File: src/rtl/mkb_pkg.sv
package mkb_pkg;
   typedef enum logic [3:0] {
      PH_IDLE,
      PH_LEAD,
      PH_LAG,
      PH_GUARD,
      PH_DUMP,
      PH_SPACE,
      PH_SETTLE,
      PH_SAMPLE,
      PH_DONE
   } mkb_phase_e;
endpackage

File: src/rtl/mkb_phase_ctrl.sv
module mkb_phase_ctrl
   import mkb_pkg::*;
#(
   parameter int CW     = 8,
   parameter int LEAD   = 4,
   parameter int LAG    = 6,
   parameter int GUARD  = 2,
   parameter int DUMP   = 8,
   parameter int SETTLE = 32
) (
   input  logic          clk,
   input  logic          rst_n,
   input  logic          start,
   input  logic [CW-1:0] burst_len,
   output mkb_phase_e    phase
);
   localparam int M1   = (LEAD > LAG) ? LEAD : LAG;
   localparam int M2   = (GUARD > DUMP) ? GUARD : DUMP;
   localparam int M3   = (M1 > M2) ? M1 : M2;
   localparam int MAXT = (M3 > SETTLE) ? M3 : SETTLE;
   localparam int TW   = $clog2(MAXT + 1);

   logic [TW-1:0] tmr;
   logic [CW-1:0] left;

   always_ff @(posedge clk or negedge rst_n) begin
      if (!rst_n) begin
         phase <= PH_IDLE;
         tmr   <= '0;
         left  <= '0;
      end else begin
         case (phase)
            PH_IDLE: begin
               if (start) begin
                  if (burst_len == '0) begin
                     phase <= PH_SETTLE;
                     tmr   <= TW'(SETTLE - 1);
                  end else begin
                     phase <= PH_LEAD;
                     tmr   <= TW'(LEAD - 1);
                     left  <= burst_len;
                  end
               end
            end
            PH_SAMPLE: phase <= PH_DONE;
            PH_DONE:   phase <= PH_IDLE;
            default: begin
               if (tmr != '0) begin
                  tmr <= tmr - TW'(1);
               end else begin
                  case (phase)
                     PH_LEAD: begin
                        phase <= PH_LAG;
                        tmr   <= TW'(LAG - 1);
                     end
                     PH_LAG: begin
                        phase <= PH_GUARD;
                        tmr   <= TW'(GUARD - 1);
                     end
                     PH_GUARD: begin
                        phase <= PH_DUMP;
                        tmr   <= TW'(DUMP - 1);
                        left  <= left - CW'(1);
                     end
                     PH_DUMP: begin
                        if (left == '0) begin
                           phase <= PH_SETTLE;
                           tmr   <= TW'(SETTLE - 1);
                        end else begin
                           phase <= PH_SPACE;
                           tmr   <= TW'(GUARD - 1);
                        end
                     end
                     PH_SPACE: begin
                        phase <= PH_LEAD;
                        tmr   <= TW'(LEAD - 1);
                     end
                     PH_SETTLE: phase <= PH_SAMPLE;
                     default:   phase <= PH_IDLE;
                  endcase
               end
            end
         endcase
      end
   end
endmodule

File: src/rtl/mkb_line_decode.sv
module mkb_line_decode #(
   parameter int N = 4,
   parameter int W = 2
) (
   input  logic [W-1:0] sel,
   input  logic         en,
   output logic [N-1:0] lines
);
   for (genvar i = 0; i < N; i++) begin : g_line
      assign lines[i] = en && (sel == W'(i));
   end
endmodule

File: src/rtl/mkb_gate_trim.sv
module mkb_gate_trim #(
   parameter int NY     = 8,
   parameter bit ENABLE = 1'b1,
   parameter int SHORT  = 3
) (
   input  logic          clk,
   input  logic          rst_n,
   input  logic          x_active,
   input  logic [NY-1:0] y_in,
   output logic [NY-1:0] y_out
);
   if (ENABLE) begin : g_trim
      logic [SHORT-1:0] dly;
      always_ff @(posedge clk or negedge rst_n) begin
         if (!rst_n) begin
            dly <= '0;
         end else begin
            dly[0] <= x_active;
            for (int i = 1; i < SHORT; i++) dly[i] <= dly[i-1];
         end
      end
      assign y_out = y_in & {NY{~dly[SHORT-1]}};
   end else begin : g_pass
      assign y_out = y_in;
   end
endmodule

File: src/rtl/mkb_burst_seq.sv
module mkb_burst_seq
   import mkb_pkg::*;
#(
   parameter int NX        = 4,
   parameter int NY        = 8,
   parameter int CW        = 8,
   parameter int LEAD      = 4,
   parameter int LAG       = 6,
   parameter int GUARD     = 2,
   parameter int DUMP      = 8,
   parameter int SETTLE    = 32,
   parameter bit USE_SHORT = 1'b1,
   parameter int SHORT     = 3,
   localparam int XW       = $clog2(NX),
   localparam int YW       = $clog2(NY),
   localparam int KW       = XW + YW
) (
   input  logic          clk,
   input  logic          rst_n,
   input  logic          start,
   input  logic [KW-1:0] key_idx,
   input  logic [CW-1:0] burst_len,
   input  logic [NX-1:0] offset_code,
   output logic [NX-1:0] x_bus,
   output logic [NY-1:0] y_bus,
   output logic [NY-1:0] y_short,
   output logic          dump_en,
   output logic          sample_stb,
   output logic          acq_done
);
   if ((1 << XW) != NX || (1 << YW) != NY || NX < 2 || NY < 2) begin : g_bad_dim
      $error("line counts must be powers of two, at least 2");
   end
   if (LEAD < 1 || LAG < 1 || GUARD < 1 || DUMP < 1 || SETTLE < 1) begin : g_bad_time
      $error("every phase needs at least one cycle");
   end
   if (USE_SHORT && (SHORT < 1 || SHORT > LAG || SHORT > DUMP + GUARD)) begin : g_bad_short
      $error("SHORT must lie in 1..LAG and not exceed DUMP+GUARD");
   end

   mkb_phase_e    phase;
   logic [KW-1:0] key_q;
   logic [NX-1:0] offs_q;
   logic          x_on, y_on, off_on;
   logic [NX-1:0] x_drive_lines;

   mkb_phase_ctrl #(
      .CW(CW), .LEAD(LEAD), .LAG(LAG), .GUARD(GUARD), .DUMP(DUMP), .SETTLE(SETTLE)
   ) u_ctrl (
      .clk(clk), .rst_n(rst_n), .start(start), .burst_len(burst_len), .phase(phase)
   );

   always_ff @(posedge clk or negedge rst_n) begin
      if (!rst_n) begin
         key_q  <= '0;
         offs_q <= '0;
      end else if (phase == PH_IDLE && start) begin
         key_q  <= key_idx;
         offs_q <= offset_code;
      end
   end

   assign x_on   = (phase == PH_LAG) || (phase == PH_GUARD);
   assign y_on   = (phase == PH_LEAD) || (phase == PH_LAG);
   assign off_on = (phase == PH_SETTLE) || (phase == PH_SAMPLE);

   mkb_line_decode #(.N(NX), .W(XW)) u_xdec (
      .sel(key_q[XW-1:0]), .en(x_on), .lines(x_drive_lines)
   );
   mkb_line_decode #(.N(NY), .W(YW)) u_ydec (
      .sel(key_q[KW-1:XW]), .en(y_on), .lines(y_bus)
   );
   mkb_gate_trim #(.NY(NY), .ENABLE(USE_SHORT), .SHORT(SHORT)) u_trim (
      .clk(clk), .rst_n(rst_n), .x_active(x_on), .y_in(y_bus), .y_out(y_short)
   );

   assign x_bus      = off_on ? offs_q : x_drive_lines;
   assign dump_en    = (phase == PH_DUMP);
   assign sample_stb = (phase == PH_SAMPLE);
   assign acq_done   = (phase == PH_DONE);
endmodule

File: config.mk
export PLATFORM = sky130hd
export DESIGN_NAME = mkb_burst_seq
export DESIGN_NICKNAME = d
export VERILOG_FILES = /design/src/rtl/mkb_pkg.sv /design/src/rtl/mkb_phase_ctrl.sv /design/src/rtl/mkb_line_decode.sv /design/src/rtl/mkb_gate_trim.sv /design/src/rtl/mkb_burst_seq.sv
export SDC_FILE = /design/constraint.sdc
export NUM_CORES = 1
export LEC_CHECK = 0
export BUFFER_PORTS_ARGS = -buffer_cell sky130_fd_sc_hd__buf_4
export CAP_MARGIN = 30
export CORE_MARGIN = 4
export CORE_UTILIZATION = 54
export CTS_CLUSTER_DIAMETER = 100
export DETAILED_ROUTE_END_ITERATION = 6
export PLACE_DENSITY_LB_ADDON = 0.25
export SETUP_SLACK_MARGIN = 0.1
export SLEW_MARGIN = 20
export SYNTH_ARGS = -nofsm -noshare
export SYNTH_HDL_FRONTEND = slang
export SYNTH_SLANG_ARGS = --single-unit
File: constraint.sdc
create_clock -name clk -period 2.1 [get_ports clk]
set_clock_uncertainty 0.05 [all_clocks]
set_input_delay 0.105 -clock clk [delete_from_list [all_inputs] [get_ports clk]]
set_output_delay 0.105 -clock clk [all_outputs]
set_load 0.01 [all_outputs]
Yosys cells after proc, flatten, opt, wreduce, memory -nomap -nowiden:

Cells that the tools add are included.

* register bits: 30
* output and inout bits: 23
* word-level logic and storage cells: 79

* $add $sub $neg: 2
* equal/unequal tests: 22
* muxes and demuxes: 18
* bitwise operators: 3
* reduce and logical (&&, ||, !) cells: 28

Operators by type and width (number)
* two-way mux 8 bit: 4
* one-hot mux 6 bit (5 select lines): 1
* one-hot mux 4 bit (6 select lines): 1
* == test 4 x 3 -> 1 bit (second input constant): 4
* zero test 8 bit: 2
* one-hot mux 8 bit (2 select lines): 1
* logical AND 1 bit: 13
* == test 3 bit (second input constant): 4
* two-way mux 4 bit: 3
* two-way mux 6 bit: 2
* one-hot mux 4 bit (3 select lines): 1
* one-hot mux 6 bit (2 select lines): 1
* two-way mux 5 bit: 2
* bitwise AND 8 bit: 1
* == test 4 x 2 -> 1 bit (second input constant): 2
* subtractor 8 x 1 -> 8 bit (second input constant): 1
* nonzero test 7 bit: 1
* == test 3 x 2 -> 1 bit (second input constant): 2
* != test 2 bit (second input constant): 3
* nonzero test 6 bit: 1
* subtractor 6 x 1 -> 6 bit (second input constant): 1
* AND reduction 5 bit: 1
* == test 2 bit (second input constant): 2
* == test 4 x 1 -> 1 bit (second input constant): 1
* other kinds (15): 18

Logic depth before layout (Yosys ltp):

Gate-level depths: netlist of run 1.

* depth after elaboration: 5
* gate-level depth with buffers: 8
* gate-level depth less buffers: 7

By module:

Synthesis of run 1 repeated with hierarchy kept, for this count alone.

* cell total of the unflattened synthesis: 219
* area total of the unflattened synthesis: 2037.0 µm²

By module, submodules not included
* mkb_phase_ctrl: instances 1, cells an instance 164, area an instance 1333.8 µm², seq. area each 450.4 µm²
* mkb_burst_seq: instances 1, cells an instance 32, area an instance 444.2 µm², seq. area each 225.2 µm²
* mkb_gate_trim: instances 1, cells an instance 11, area an instance 125.1 µm², seq. area each 75.1 µm²
* mkb_line_decode at u_ydec: instances 1, cells an instance 8, area an instance 96.3 µm², seq. area each 0.0 µm²
* mkb_line_decode at u_xdec: instances 1, cells an instance 4, area an instance 37.5 µm², seq. area each 0.0 µm²

Least setup slack after synthesis of run 1:

OpenSTA, ideal clock, no wires.

* kind: reg2reg
* start point: register u_ctrl.left[0]
* end point: register u_ctrl.tmr[2]
* library setup time: 0.065 ns
* arrival: 1.799 ns
* setup slack: 0.187 ns
* stages on the path, launching flop included: 8
* path buffers: 0
* period minus slack after synthesis: 1.913 ns
* cell sequence: dfrtp_1 -> inv_1 -> ha_1 -> or4b_1 -> nor4b_4 -> nor3_1 -> o211ai_2 -> o21a_1

* longest elaborated chain between the ends: 5

RTL lines
* start: declaration: RTL line mkb_phase_ctrl.sv:24 `logic [CW-1:0] left;`
* start signal: assignment: RTL line mkb_phase_ctrl.sv:41 `left <= burst_len;`
* start signal: assignment: RTL line mkb_phase_ctrl.sv:63 `left <= left - CW'(1);`
* zero test 8 bit: RTL line mkb_phase_ctrl.sv:66 `if (left == '0) begin`
* two-way mux 5 bit: RTL line mkb_phase_ctrl.sv:66
* one-hot mux 6 bit (5 select lines): RTL line mkb_phase_ctrl.sv:51 `case (phase)`
* two-way mux 6 bit: RTL line mkb_phase_ctrl.sv:48 `if (tmr != '0) begin`
* one-hot mux 6 bit (2 select lines): RTL line mkb_phase_ctrl.sv:32 `case (phase)`
* end signal: assignment: RTL line mkb_phase_ctrl.sv:49 `tmr <= tmr - TW'(1);`
* end signal: assignment: RTL line mkb_phase_ctrl.sv:54 `tmr <= TW'(LAG - 1);`
* end signal: assignment: RTL line mkb_phase_ctrl.sv:68 `tmr <= TW'(SETTLE - 1);`
* end: declaration: RTL line mkb_phase_ctrl.sv:23 `logic [TW-1:0] tmr;`

No other way between the ends. The select of a mux whose other input is x is not followed.
A chain may end at the register's enable or synchronous reset.

Worst setup path after layout of run 1:

* start point: register u_ctrl.phase[1]
* end point: output y_bus[0]

* longest elaborated chain between the ends: 3

RTL lines
* start: declaration: RTL line mkb_phase_ctrl.sv:15 `output mkb_phase_e phase`
* start signal: assignment: RTL line mkb_phase_ctrl.sv:28 `phase <= PH_IDLE;`
* start signal: assignment: RTL line mkb_phase_ctrl.sv:36 `phase <= PH_SETTLE;`
* start signal: assignment: RTL line mkb_phase_ctrl.sv:39 `phase <= PH_LEAD;`
* == test 4 x 1 -> 1 bit or == test 4 x 2 -> 1 bit (tied branches): RTL line mkb_burst_seq.sv:64 `assign y_on = (phase == PH_LEAD) || (phase == PH_LAG);`
* logical OR 1 bit (*): RTL line mkb_burst_seq.sv:64
* logical AND 1 bit (*): RTL line mkb_line_decode.sv:10 `assign lines[i] = en && (sel == W'(i));`
* end: declaration: RTL line mkb_burst_seq.sv:25 `output logic [NY-1:0] y_bus,`

Every way passes the cells marked *; elsewhere a longest branch is shown, timed or not.

==> results of run 1 <==
-- logic make-up (layout without fill, tap and decap cells) --
| group | after synthesis | after routing | synth area share |
|---|---|---|---|
| mux | 11 | 11 | 0.0621 |
| compound gates | 54 | 54 | 0.195 |
| simple gates | 100 | 100 | 0.281 |
| xor+xnor | 3 | 3 | 0.0135 |
| buf+inv | 20 | 90 | 0.0455 |
| flops | 30 | 30 | 0.384 |
| fa+ha+maj | 3 | 3 | 0.0192 |
-- cell type report --
cell class / instances / area, um^2
clock buffers: 7 / 55.1
clock inverters: 1 / 5.00
fillers: 216 / 732
inverters: 9 / 33.8
multi-input cells: 171 / 1190
flip-flops and latches: 30 / 753
well taps: 46 / 57.6
repair buffers: 73 / 584
-- through the flow --
step / hold slack (ps) / power, mW / worst slack (ps)
6_report: 1.62 / 3.84 / 111
5_1_grt: 7.48 / 4.12 / 36.2
4_1_cts: 5.74 / 3.54 / 114
3_5_place_dp: 3.69 / 3.08 / 16.5
3_3_place_gp: 6.89 / 3.02 / 114
2_1_floorplan: -241 / 2.46 / 187
-- timing repair --
| item | 4_1_cts | 5_1_grt |
|---|---|---|
| buffers inserted | 1 | 6 |
| hold buffers | 10 | 0 |
| hold endpoints to repair | 39 | 0 |
| gates resized for setup | 7 | 14 |
| endpoints found under the setup margin | 8 | 19 |
| pin swaps | 3 | 10 |
-- critical path: stages, from the launching register on --
cell,delay (ps)
dfrtp_1,410
buf_8,140
xnor2_4,150
nor4_4,330
nand2b_1,180
nor2_1,140
buf_4,140
-- registers in the layout, summed over array words and instances (netlist names) --
| register | count |
|---|---|
| key_q | 5 |
| offs_q | 4 |
| u_ctrl.left | 8 |
| u_ctrl.phase | 4 |
| u_ctrl.tmr | 6 |
| u_trim.g_trim.dly | 3 |
-- power groups by stage --
stage | logic (mW) | clock network (mW) | registers [mW]
after global placement | 1.92 | 0 | 1.09
after global routing | 2.52 | 0.406 | 1.19
after detailed placement | 1.98 | 0 | 1.10
final | 2.31 | 0.367 | 1.16
after floorplan | 1.42 | 0 | 1.04
after CTS | 2.06 | 0.374 | 1.11
-- metal layers --
metal / vias to the layer above / routed length, um
li1: 940 / -
met3: 15 / 329
met1: 965 / 2360
met4: 0 / 118
met2: 89 / 2730
met5: - / 0
-- how the worst max path moves through the flow --
stage,endpoint,slack [ps],cells past startpoint
floorplan,u_ctrl.tmr[2],190,7
global placement,u_ctrl.phase[0],110,7
detailed placement,u_ctrl.tmr[4],20,7
CTS,u_ctrl.tmr[4],110,7
global route,u_ctrl.tmr[4],40,7
finish,y_bus[0],110,6
-- Yosys cell counts (2+ instances only) --
library cell,number
dfrtp_1,30
nor2_1,30
nand2_1,18
nor3_1,15
a21oi_1,14
o21ai_0,10
inv_1,9
mux2_2,9
nand3_1,6
buf_2,5
clkbuf_1,5
nand2b_1,4
nor4_1,4
o21ai_1,4
a22o_1,3
a22oi_1,3
and2_1,3
ha_1,3
o22ai_1,3
a21o_1,2
and3_1,2
mux2i_1,2
nand4_1,2
nor2b_1,2
o31ai_1,2
or4_1,2
xor2_1,2
==> results.py, run 1 <==
metrics = {
    "route": {
        "wl_per_cell_um": 16.4,
        "drcViolationCount": 0,
        "detail-route-antenna-nets": 0,
        "dr.pass1.iters": 4,
        "num_vias": 2009,
        "vias_per_cell": 5.96,
        "drt-initial-drc-count": 196,
        "routed_wl_um": 5540,
    },
    "pwr": {
        "p_clk_frac": 0.096,
        "swShare": 0.447,
        "leakagePower_nw": 1.25,
        "p_sw_mw": 1.71,
        "p_per_area_mw_per_mm2": 1430,
        "vdd_drop_max_v": 0.000868,
        "p_int_mw": 2.12,
        "p_comb_frac": 0.601,
        "seqPwrFrac": 0.303,
    },
    "synthesis": {
        "synth_top_area_frac": 0.384,
        "ys_seq_area_frac": 0.384,
        "synth.distinct_cells": 54,
        "syn_nets": 244,
        "avgSynthCellArea_um2": 8.84,
        "syn_inst": 221,
        "async_reset_ff_frac": 1.00,
        "ys_ff_latch": 30,
        "synth_ff_type": "dfrtp_1",
        "syn_area_mm2": 0.00195,
        "synth.area.top_cells": "dfrtp_1 38%, nor2_1 5.8%, mux2_2 5.2%",
        "synth_edf_count": 0,
        "yosysWarnings": 0,
        "synth_top_cell_by_area": "dfrtp_1",
    },
    "global_routing": {
        "first_global_vias": 1727,
        "grt_start_max_net_pins": 31,
        "use_met1": 0.312,
        "grt_pass1_wl_um": 8140,
        "use_met3": 0.0460,
        "grt_usage": 0.235,
        "grt_use_met2": 0.381,
        "overflow": 0,
        "antenna_found_initial": 0,
        "grt-busiest-layer": "met2",
    },
    "layout": {
        "layout_common_cells": "61 x buf_4, 30 x nor2_1, 28 x dfrtp_1, 17 x nand2_1, 14 x a21oi_1",
        "area_growth_pct": 37.4,
        "fin_nets": 313,
        "diodes": 0,
        "layout.cells.non_filler": 337,
        "final_util": 0.786,
        "drive_gt1_frac": 0.351,
        "design_area_mm2": 0.00268,
        "final_common_cell": "buf_4",
    },
    "timing": {
        "setup_viol": 0,
        "layout_min_cycle_time_ps": 1990,
        "max_freq_mhz": 503,
        "finalHoldViolations": 0,
        "post-route-period-util": 0.947,
        "rsz0062_at_grt": "yes",
        "final.setup.tns_ps": 0,
        "worstMarginPinSlew_ps": 392,
        "slew_headroom": 0.739,
        "report.final.slew_viol_count": 0,
    },
    "worst_setup_path": {
        "endpoint_kind": "output port",
        "path_class": "flip-flop to output port",
        "crit_required_ps": 1950,
        "r2r_end": "u_ctrl.tmr[4]",
        "r2r_cells": 7,
        "reg2reg_from": "u_ctrl.left[0]",
        "startpoint_type": "flip-flop",
        "r2r_slack_ps": 170,
        "cp_max_fo": 4,
        "crit_start": "u_ctrl.phase[1]",
        "worst_ep_arrival_time_ps": 1830,
    },
    "place": {
        "place_area_mm2": 0.00238,
        "hpwlAfterDp_um": 3500,
        "gp_congestion": 0.896,
        "post-place-cells": 312,
        "port_buffers": 42,
    },
    "job": {
        "cap_violations": 0,
    },
    "clocking": {
        "clock_latency_ps": 340,
        "numCtsBuffers": 5,
        "cts_root_buf": "clkbuf_4",
        "cts.htree.levels": 2,
        "cts_tree": "yes",
        "clock-sinks": 30,
        "cts_buffer_depth": 2,
        "clkTransAtPathRegs_ps": 90,
    },
    "floorplanning": {
        "dieArea_mm2": 0.00464,
        "fp-row-count": 21,
        "core_area_mm2": 0.00342,
        "initial_core_util": 0.572,
        "pin_count": 43,
        "fp.dieW_um": 68.1,
        "die_h_um": 68.1,
    },
    "worst_hold_path": {
        "hp-class": "input port to flip-flop",
        "holdPathEnd": "u_ctrl.left[1]",
        "holdPathStages": 3,
        "worstHoldStart": "burst_len[1]",
    },
    "outcome": {
        "outcome": "completed",
    },
}
(Power assumes the default switching activity.)
==> inputs of run 2 (changes only) <==
--- a/config.mk
+++ b/config.mk
@@ -5,12 +5,12 @@
 export SDC_FILE = /design/constraint.sdc
 export NUM_CORES = 1
 export LEC_CHECK = 0
-export BUFFER_PORTS_ARGS = -buffer_cell sky130_fd_sc_hd__buf_4
 export CAP_MARGIN = 30
 export CORE_MARGIN = 4
-export CORE_UTILIZATION = 54
+export CORE_UTILIZATION = 60
 export CTS_CLUSTER_DIAMETER = 100
 export DETAILED_ROUTE_END_ITERATION = 6
+export DONT_BUFFER_PORTS = 1
 export PLACE_DENSITY_LB_ADDON = 0.25
 export SETUP_SLACK_MARGIN = 0.1
 export SLEW_MARGIN = 20
==> run 2 against run 1 <==
Against the previous run: maximum frequency decreased by 2.3%; utilization increased by 3.9 points; clock power hardly changed; total power up 0.71%; critical path depth grew 2; register-to-register slack lost 110 ps; design area shrank 5.4%; routed wire length is 3.8% higher; die area is 8.8% lower; non-clock buffer count shrank 28; global-route usage grew 3.2 points; count of clock-buffer cells in the layout decreased by 1.
==> results.py, run 2 (synthesis results as in run 1) <==
metrics = {
    "timing": {
        "layout_min_cycle_time_ps": 2040,
        "report.final.slew_viol_count": 0,
        "slew_headroom": 0.697,
        "finalHoldViolations": 0,
        "post-route-period-util": 0.969,
        "setup_viol": 0,
        "worstMarginPinSlew_ps": 454,
        "fin_ws_ps": 64.2,
        "rsz0062_at_grt": "yes",
        "whs_ps": 0.141,
        "max_freq_mhz": 491,
    },
    "worst_setup_path": {
        "r2r_end": "u_ctrl.phase[1]",
        "worst_ep_arrival_time_ps": 2270,
        "path_class": "flip-flop to flip-flop",
        "reg2reg_from": "u_ctrl.left[0]",
        "startpoint_type": "flip-flop",
        "cp_max_fo": 4,
        "crit_required_ps": 2340,
        "endpoint_kind": "flip-flop",
        "r2r_slack_ps": 60,
        "r2r_cells": 8,
    },
    "worst_hold_path": {
        "hp-class": "input port to flip-flop",
        "worstHoldStart": "burst_len[0]",
        "holdPathEnd": "u_ctrl.left[0]",
        "holdPathStages": 2,
    },
    "pwr": {
        "p_int_mw": 2.07,
        "p_comb_frac": 0.598,
        "vdd_drop_max_v": 0.000937,
        "p_sw_mw": 1.80,
        "p_per_area_mw_per_mm2": 1520,
        "swShare": 0.465,
        "fin_total_pwr_mw": 3.87,
        "leakagePower_nw": 1.10,
        "p_clk_frac": 0.095,
        "seqPwrFrac": 0.306,
    },
    "global_routing": {
        "antenna_found_initial": 0,
        "use_met1": 0.323,
        "grt_start_max_net_pins": 31,
        "use_met3": 0.0468,
        "overflow": 0,
        "grt_use_met2": 0.479,
        "grt_usage": 0.267,
        "first_global_vias": 1808,
        "grt_pass1_wl_um": 8620,
        "grt-busiest-layer": "met2",
    },
    "floorplanning": {
        "pin_count": 43,
        "dieArea_mm2": 0.00423,
        "fp-row-count": 20,
        "fp.dieW_um": 65.1,
        "die_h_um": 65.1,
        "initial_core_util": 0.635,
        "core_area_mm2": 0.00308,
    },
    "clocking": {
        "clkTransAtPathRegs_ps": 100,
        "cts_root_buf": "clkbuf_4",
        "numCtsBuffers": 5,
        "cts_buffer_depth": 2,
        "cts.htree.levels": 2,
        "clock_latency_ps": 340,
        "cts_tree": "yes",
        "clock-sinks": 30,
    },
    "route": {
        "wl_per_cell_um": 18.7,
        "num_vias": 1945,
        "detail-route-antenna-nets": 0,
        "drt-initial-drc-count": 148,
        "drcViolationCount": 0,
        "routed_wl_um": 5750,
        "dr.pass1.iters": 5,
        "vias_per_cell": 6.34,
    },
    "layout": {
        "biggestRegsByFlops": "u_ctrl.left: 8 flops, u_ctrl.tmr: 6 flops, key_q: 5 flops",
        "fin_nets": 285,
        "area_growth_pct": 30.0,
        "drive_gt1_frac": 0.297,
        "layout_common_cells": "27 x dfrtp_1, 27 x buf_4, 25 x nor2_1, 17 x nand2_1, 16 x dlygate4sd3_1",
        "design_area_mm2": 0.00254,
        "largest_register_ffs": 8,
        "top_register": "u_ctrl.left",
        "diodes": 0,
        "layout.cells.non_filler": 307,
    },
    "place": {
        "port_buffers": 0,
        "place_area_mm2": 0.00204,
        "hpwlAfterDp_um": 3370,
        "gp_congestion": 0.912,
        "post-place-cells": 265,
        "pre_cts_slack_ps": -45.5,
    },
    "outcome": {
        "outcome": "completed",
    },
    "job": {
        "cap_violations": 0,
    },
}
## run 2: power groups by stage
stage / clock network [mW] / logic, mW / registers, mW
after floorplan: 0 / 1.42 / 1.04
after detailed placement: 0 / 1.74 / 1.14
final: 0.369 / 2.31 / 1.18
after global placement: 0 / 1.67 / 1.11
after global routing: 0.405 / 2.52 / 1.21
after CTS: 0.377 / 1.89 / 1.13
## run 2: area by class of cell
type / instances / area (um^2)
Clock inverter: 2 / 12.5
Inverter: 9 / 33.8
Timing Repair Buffer: 45 / 394
Clock buffer: 6 / 51.3
Fill cell: 181 / 538
Tap cell: 44 / 55.1
Multi-Input combinational cell: 171 / 1240
Sequential cell: 30 / 754
## run 2: through the flow
step           setup TNS, ps  utilization
2_1_floorplan              0            -
6_report                   0        0.825
3_3_place_gp               0        0.661
5_1_grt                -8.20        0.825
4_1_cts                    0        0.763
3_5_place_dp           -45.5        0.661
## run 2: worst max path at each step
stage	startpoint	to	slack (ps)	depth (start not counted)
floorplan	u_ctrl.left[0]	u_ctrl.tmr[2]	190	7
global placement	u_ctrl.left[0]	u_ctrl.tmr[2]	120	7
detailed placement	u_ctrl.left[0]	u_ctrl.tmr[2]	-50	7
CTS	u_ctrl.left[0]	u_ctrl.phase[1]	100	8
global route	u_ctrl.left[0]	u_ctrl.phase[1]	-8	8
finish	u_ctrl.left[0]	u_ctrl.phase[1]	60	8
## run 2: timing repair
item / CTS / global route
cloned: 0 / 0
setup endpoints to repair: 12 / 23
hold endpoints to repair: 45 / 0
hold buffers: 17 / 0
pin swaps: 2 / 7
buffers inserted: 4 / 13
resized for setup: 9 / 22
## run 2: metal layers
metal	share of wire	wire [um]
met5	0	0
met4	0.039	226
met3	0.072	416
met2	0.52	2980
met1	0.37	2120
## run 2: worst max-delay path: stages, from the launching register on
cell	delay (ps)
dfrtp_1	400
inv_2	100
ha_4	150
or4b_4	520
nor4b_4	320
buf_4	170
nor3_1	40
nor2_1	100
o22a_1	130
==> inputs of run 3 (changes only) <==
--- a/config.mk
+++ b/config.mk
@@ -5,13 +5,12 @@
 export SDC_FILE = /design/constraint.sdc
 export NUM_CORES = 1
 export LEC_CHECK = 0
-export CAP_MARGIN = 30
 export CORE_MARGIN = 4
 export CORE_UTILIZATION = 60
 export CTS_CLUSTER_DIAMETER = 100
 export DETAILED_ROUTE_END_ITERATION = 6
 export DONT_BUFFER_PORTS = 1
-export PLACE_DENSITY_LB_ADDON = 0.25
+export PLACE_DENSITY = 0.75
 export SETUP_SLACK_MARGIN = 0.1
 export SLEW_MARGIN = 20
 export SYNTH_ARGS = -nofsm -noshare
==> constraint.sdc (replaced) <==
create_clock -name clk -period 2.3 [get_ports clk]
set_clock_uncertainty 0.05 [all_clocks]
set_input_delay 0.115 -clock clk [delete_from_list [all_inputs] [get_ports clk]]
set_output_delay 0.115 -clock clk [all_outputs]
set_load 0.01 [all_outputs]
==> run 3 against run 2 <==
Against the previous run: sequential share of layout area increased by 2.7 points; via count is 9.0% lower; flip-flop and latch count is the same; highest routed layer unchanged; non-clock buffer count fell by 22; utilization fell by 7.1 points; critical path type unchanged; critical endpoint is now u_ctrl.left[3]; setup slack improved by 150 ps; design area is 8.6% lower; critical path depth unchanged; count of clock-buffer cells in the layout unchanged.
==> results.py, run 3 (synthesis results as in run 1) <==
metrics = {
    "pwr": {
        "p_comb_frac": 0.487,
        "p_sw_mw": 1.42,
        "p_per_area_mw_per_mm2": 1390,
        "p_int_mw": 1.82,
        "leakagePower_nw": 1.01,
        "p_clk_frac": 0.176,
        "vdd_drop_max_v": 0.00102,
        "swShare": 0.437,
        "seqPwrFrac": 0.338,
    },
    "clocking": {
        "cts_buffer_depth": 2,
        "clock-sinks": 30,
        "cts_tree": "yes",
        "cts_post_setup_buffers_inserted": 0,
        "clock_latency_ps": 340,
        "cts.htree.levels": 2,
        "clkTransAtPathRegs_ps": 100,
        "numCtsBuffers": 5,
        "cts_root_buf": "clkbuf_4",
    },
    "place": {
        "hpwlAfterDp_um": 3200,
        "port_buffers": 0,
        "gp_congestion": 0.937,
    },
    "outcome": {
        "outcome": "completed",
    },
    "timing": {
        "post-route-period-util": 0.905,
        "rsz0062_at_grt": "no",
        "layout_min_cycle_time_ps": 2080,
        "slew_headroom": 0.667,
        "finalHoldViolations": 0,
        "max_freq_mhz": 480,
        "worstMarginPinSlew_ps": 499,
        "setup_viol": 0,
        "whs_ps": 55.8,
        "final.setup.tns_ps": 0,
        "report.final.slew_viol_count": 0,
    },
    "worst_hold_path": {
        "holdPathStages": 2,
        "worstHoldStart": "burst_len[0]",
        "hp-class": "input port to flip-flop",
        "holdPathEnd": "u_ctrl.left[0]",
    },
    "worst_setup_path": {
        "r2r_end": "u_ctrl.left[3]",
        "r2r_slack_ps": 220,
        "crit_start": "u_ctrl.tmr[1]",
        "startpoint_type": "flip-flop",
        "cp_top_family": "simple AND/OR/NAND/NOR gates",
        "r2r_cells": 8,
        "path_cells": "inv_1 > ha_1 > nor2b_1 > and2_0 > buf_4 > o2bb2ai_4 > o21ai_1 > a22o_1",
        "path_class": "flip-flop to flip-flop",
        "worst_ep_arrival_time_ps": 2270,
        "reg2reg_from": "u_ctrl.tmr[1]",
        "slowest_stage": "dfrtp_1",
        "slowest_delay_ps": 420,
        "cp_max_fo": 8,
        "endpoint_kind": "flip-flop",
        "crit_required_ps": 2480,
        "cp_num_buf_inv": 2,
    },
    "global_routing": {
        "grt_usage": 0.235,
        "first_global_vias": 1705,
        "overflow": 0,
        "grt_pass1_wl_um": 7710,
        "antenna_found_initial": 0,
        "grt_start_max_net_pins": 31,
    },
    "floorplanning": {
        "core_area_mm2": 0.00308,
        "die_h_um": 65.1,
        "fp-row-count": 20,
        "initial_core_util": 0.635,
        "dieArea_mm2": 0.00423,
        "fp.dieW_um": 65.1,
        "pin_count": 43,
    },
    "route": {
        "routed_wl_um": 4690,
        "wl_per_cell_um": 16.4,
        "vias_per_cell": 6.21,
        "num_vias": 1769,
        "dr.pass1.iters": 5,
        "drcViolationCount": 0,
        "detail-route-antenna-nets": 0,
        "drt-initial-drc-count": 159,
    },
    "layout": {
        "final_common_cell": "nor2_1",
        "largest_register_ffs": 8,
        "fillerInstances": 235,
        "layout_common_cells": "30 x nor2_1, 29 x dfrtp_1, 18 x nand2_1, 16 x dlygate4sd3_1, 14 x a21oi_1",
        "biggestRegsByFlops": "u_ctrl.left: 8 flops, u_ctrl.tmr: 6 flops, key_q: 5 flops",
        "diodes": 0,
        "top_register": "u_ctrl.left",
        "area_growth_pct": 18.9,
        "drive_gt1_frac": 0.162,
        "fin_nets": 263,
    },
    "job": {
        "cap_violations": 0,
    },
}
## run 3: metal layers
layer / global-route usage / share of wire / wire length (um) / vias to the layer above
li1: - / - / - / 841
met1: 0.294 / 0.43 / 2000 / 860
met2: 0.391 / 0.50 / 2330 / 57
met3: 0.0624 / 0.061 / 284 / 11
met4: 0.0829 / 0.016 / 75 / 0
met5: 0 / 0 / 0 / -
## run 3: cell type report
class                   instances  area [um^2]  share of cell area
multi-input cells             171         1140               0.493
flip-flops and latches         30          752               0.324
repair buffers                 23          225              0.0970
clock inverters                 2         60.1              0.0259
well taps                      44         55.1              0.0237
clock buffers                   6         51.3              0.0221
inverters                       9         33.8              0.0145
## run 3: worst max-delay path by stage
stage                                end  slack [ps]  depth (start not counted)
after floorplan            u_ctrl.tmr[2]         390                          7
after global placement     u_ctrl.tmr[2]         260                          7
after detailed placement   u_ctrl.tmr[4]         190                          7
after CTS                     y_short[0]         160                          5
after global routing      u_ctrl.left[3]         120                          8
final                     u_ctrl.left[3]         220                          8
## run 3: power by group through the flow
| stage | clock network (mW) | logic [mW] | registers [mW] |
|---|---|---|---|
| floorplan | 0 | 1.30 | 0.947 |
| global placement | 0 | 1.43 | 1.06 |
| detailed placement | 0 | 1.49 | 1.07 |
| CTS | 0.573 | 1.53 | 1.07 |
| global route | 0.602 | 1.77 | 1.13 |
| finish | 0.568 | 1.58 | 1.09 |
## run 3: metrics by stage
stage	worst slack, ps	utilization	cell area, um^2	power (mW)	std cells
2_1_floorplan	387	-	1950	2.25	221
6_report	218	0.754	2320	3.24	285
3_3_place_gp	262	0.649	2000	2.49	260
3_5_place_dp	193	0.649	2000	2.56	260
4_1_cts	162	0.744	2290	3.17	285
5_1_grt	116	0.754	2320	3.50	285
## run 3: repair_timing
item	in CTS	in global routing
resized for setup	0	6
endpoints found under the hold margin	45	0
hold buffers	17	0
setup endpoints to repair	0	14
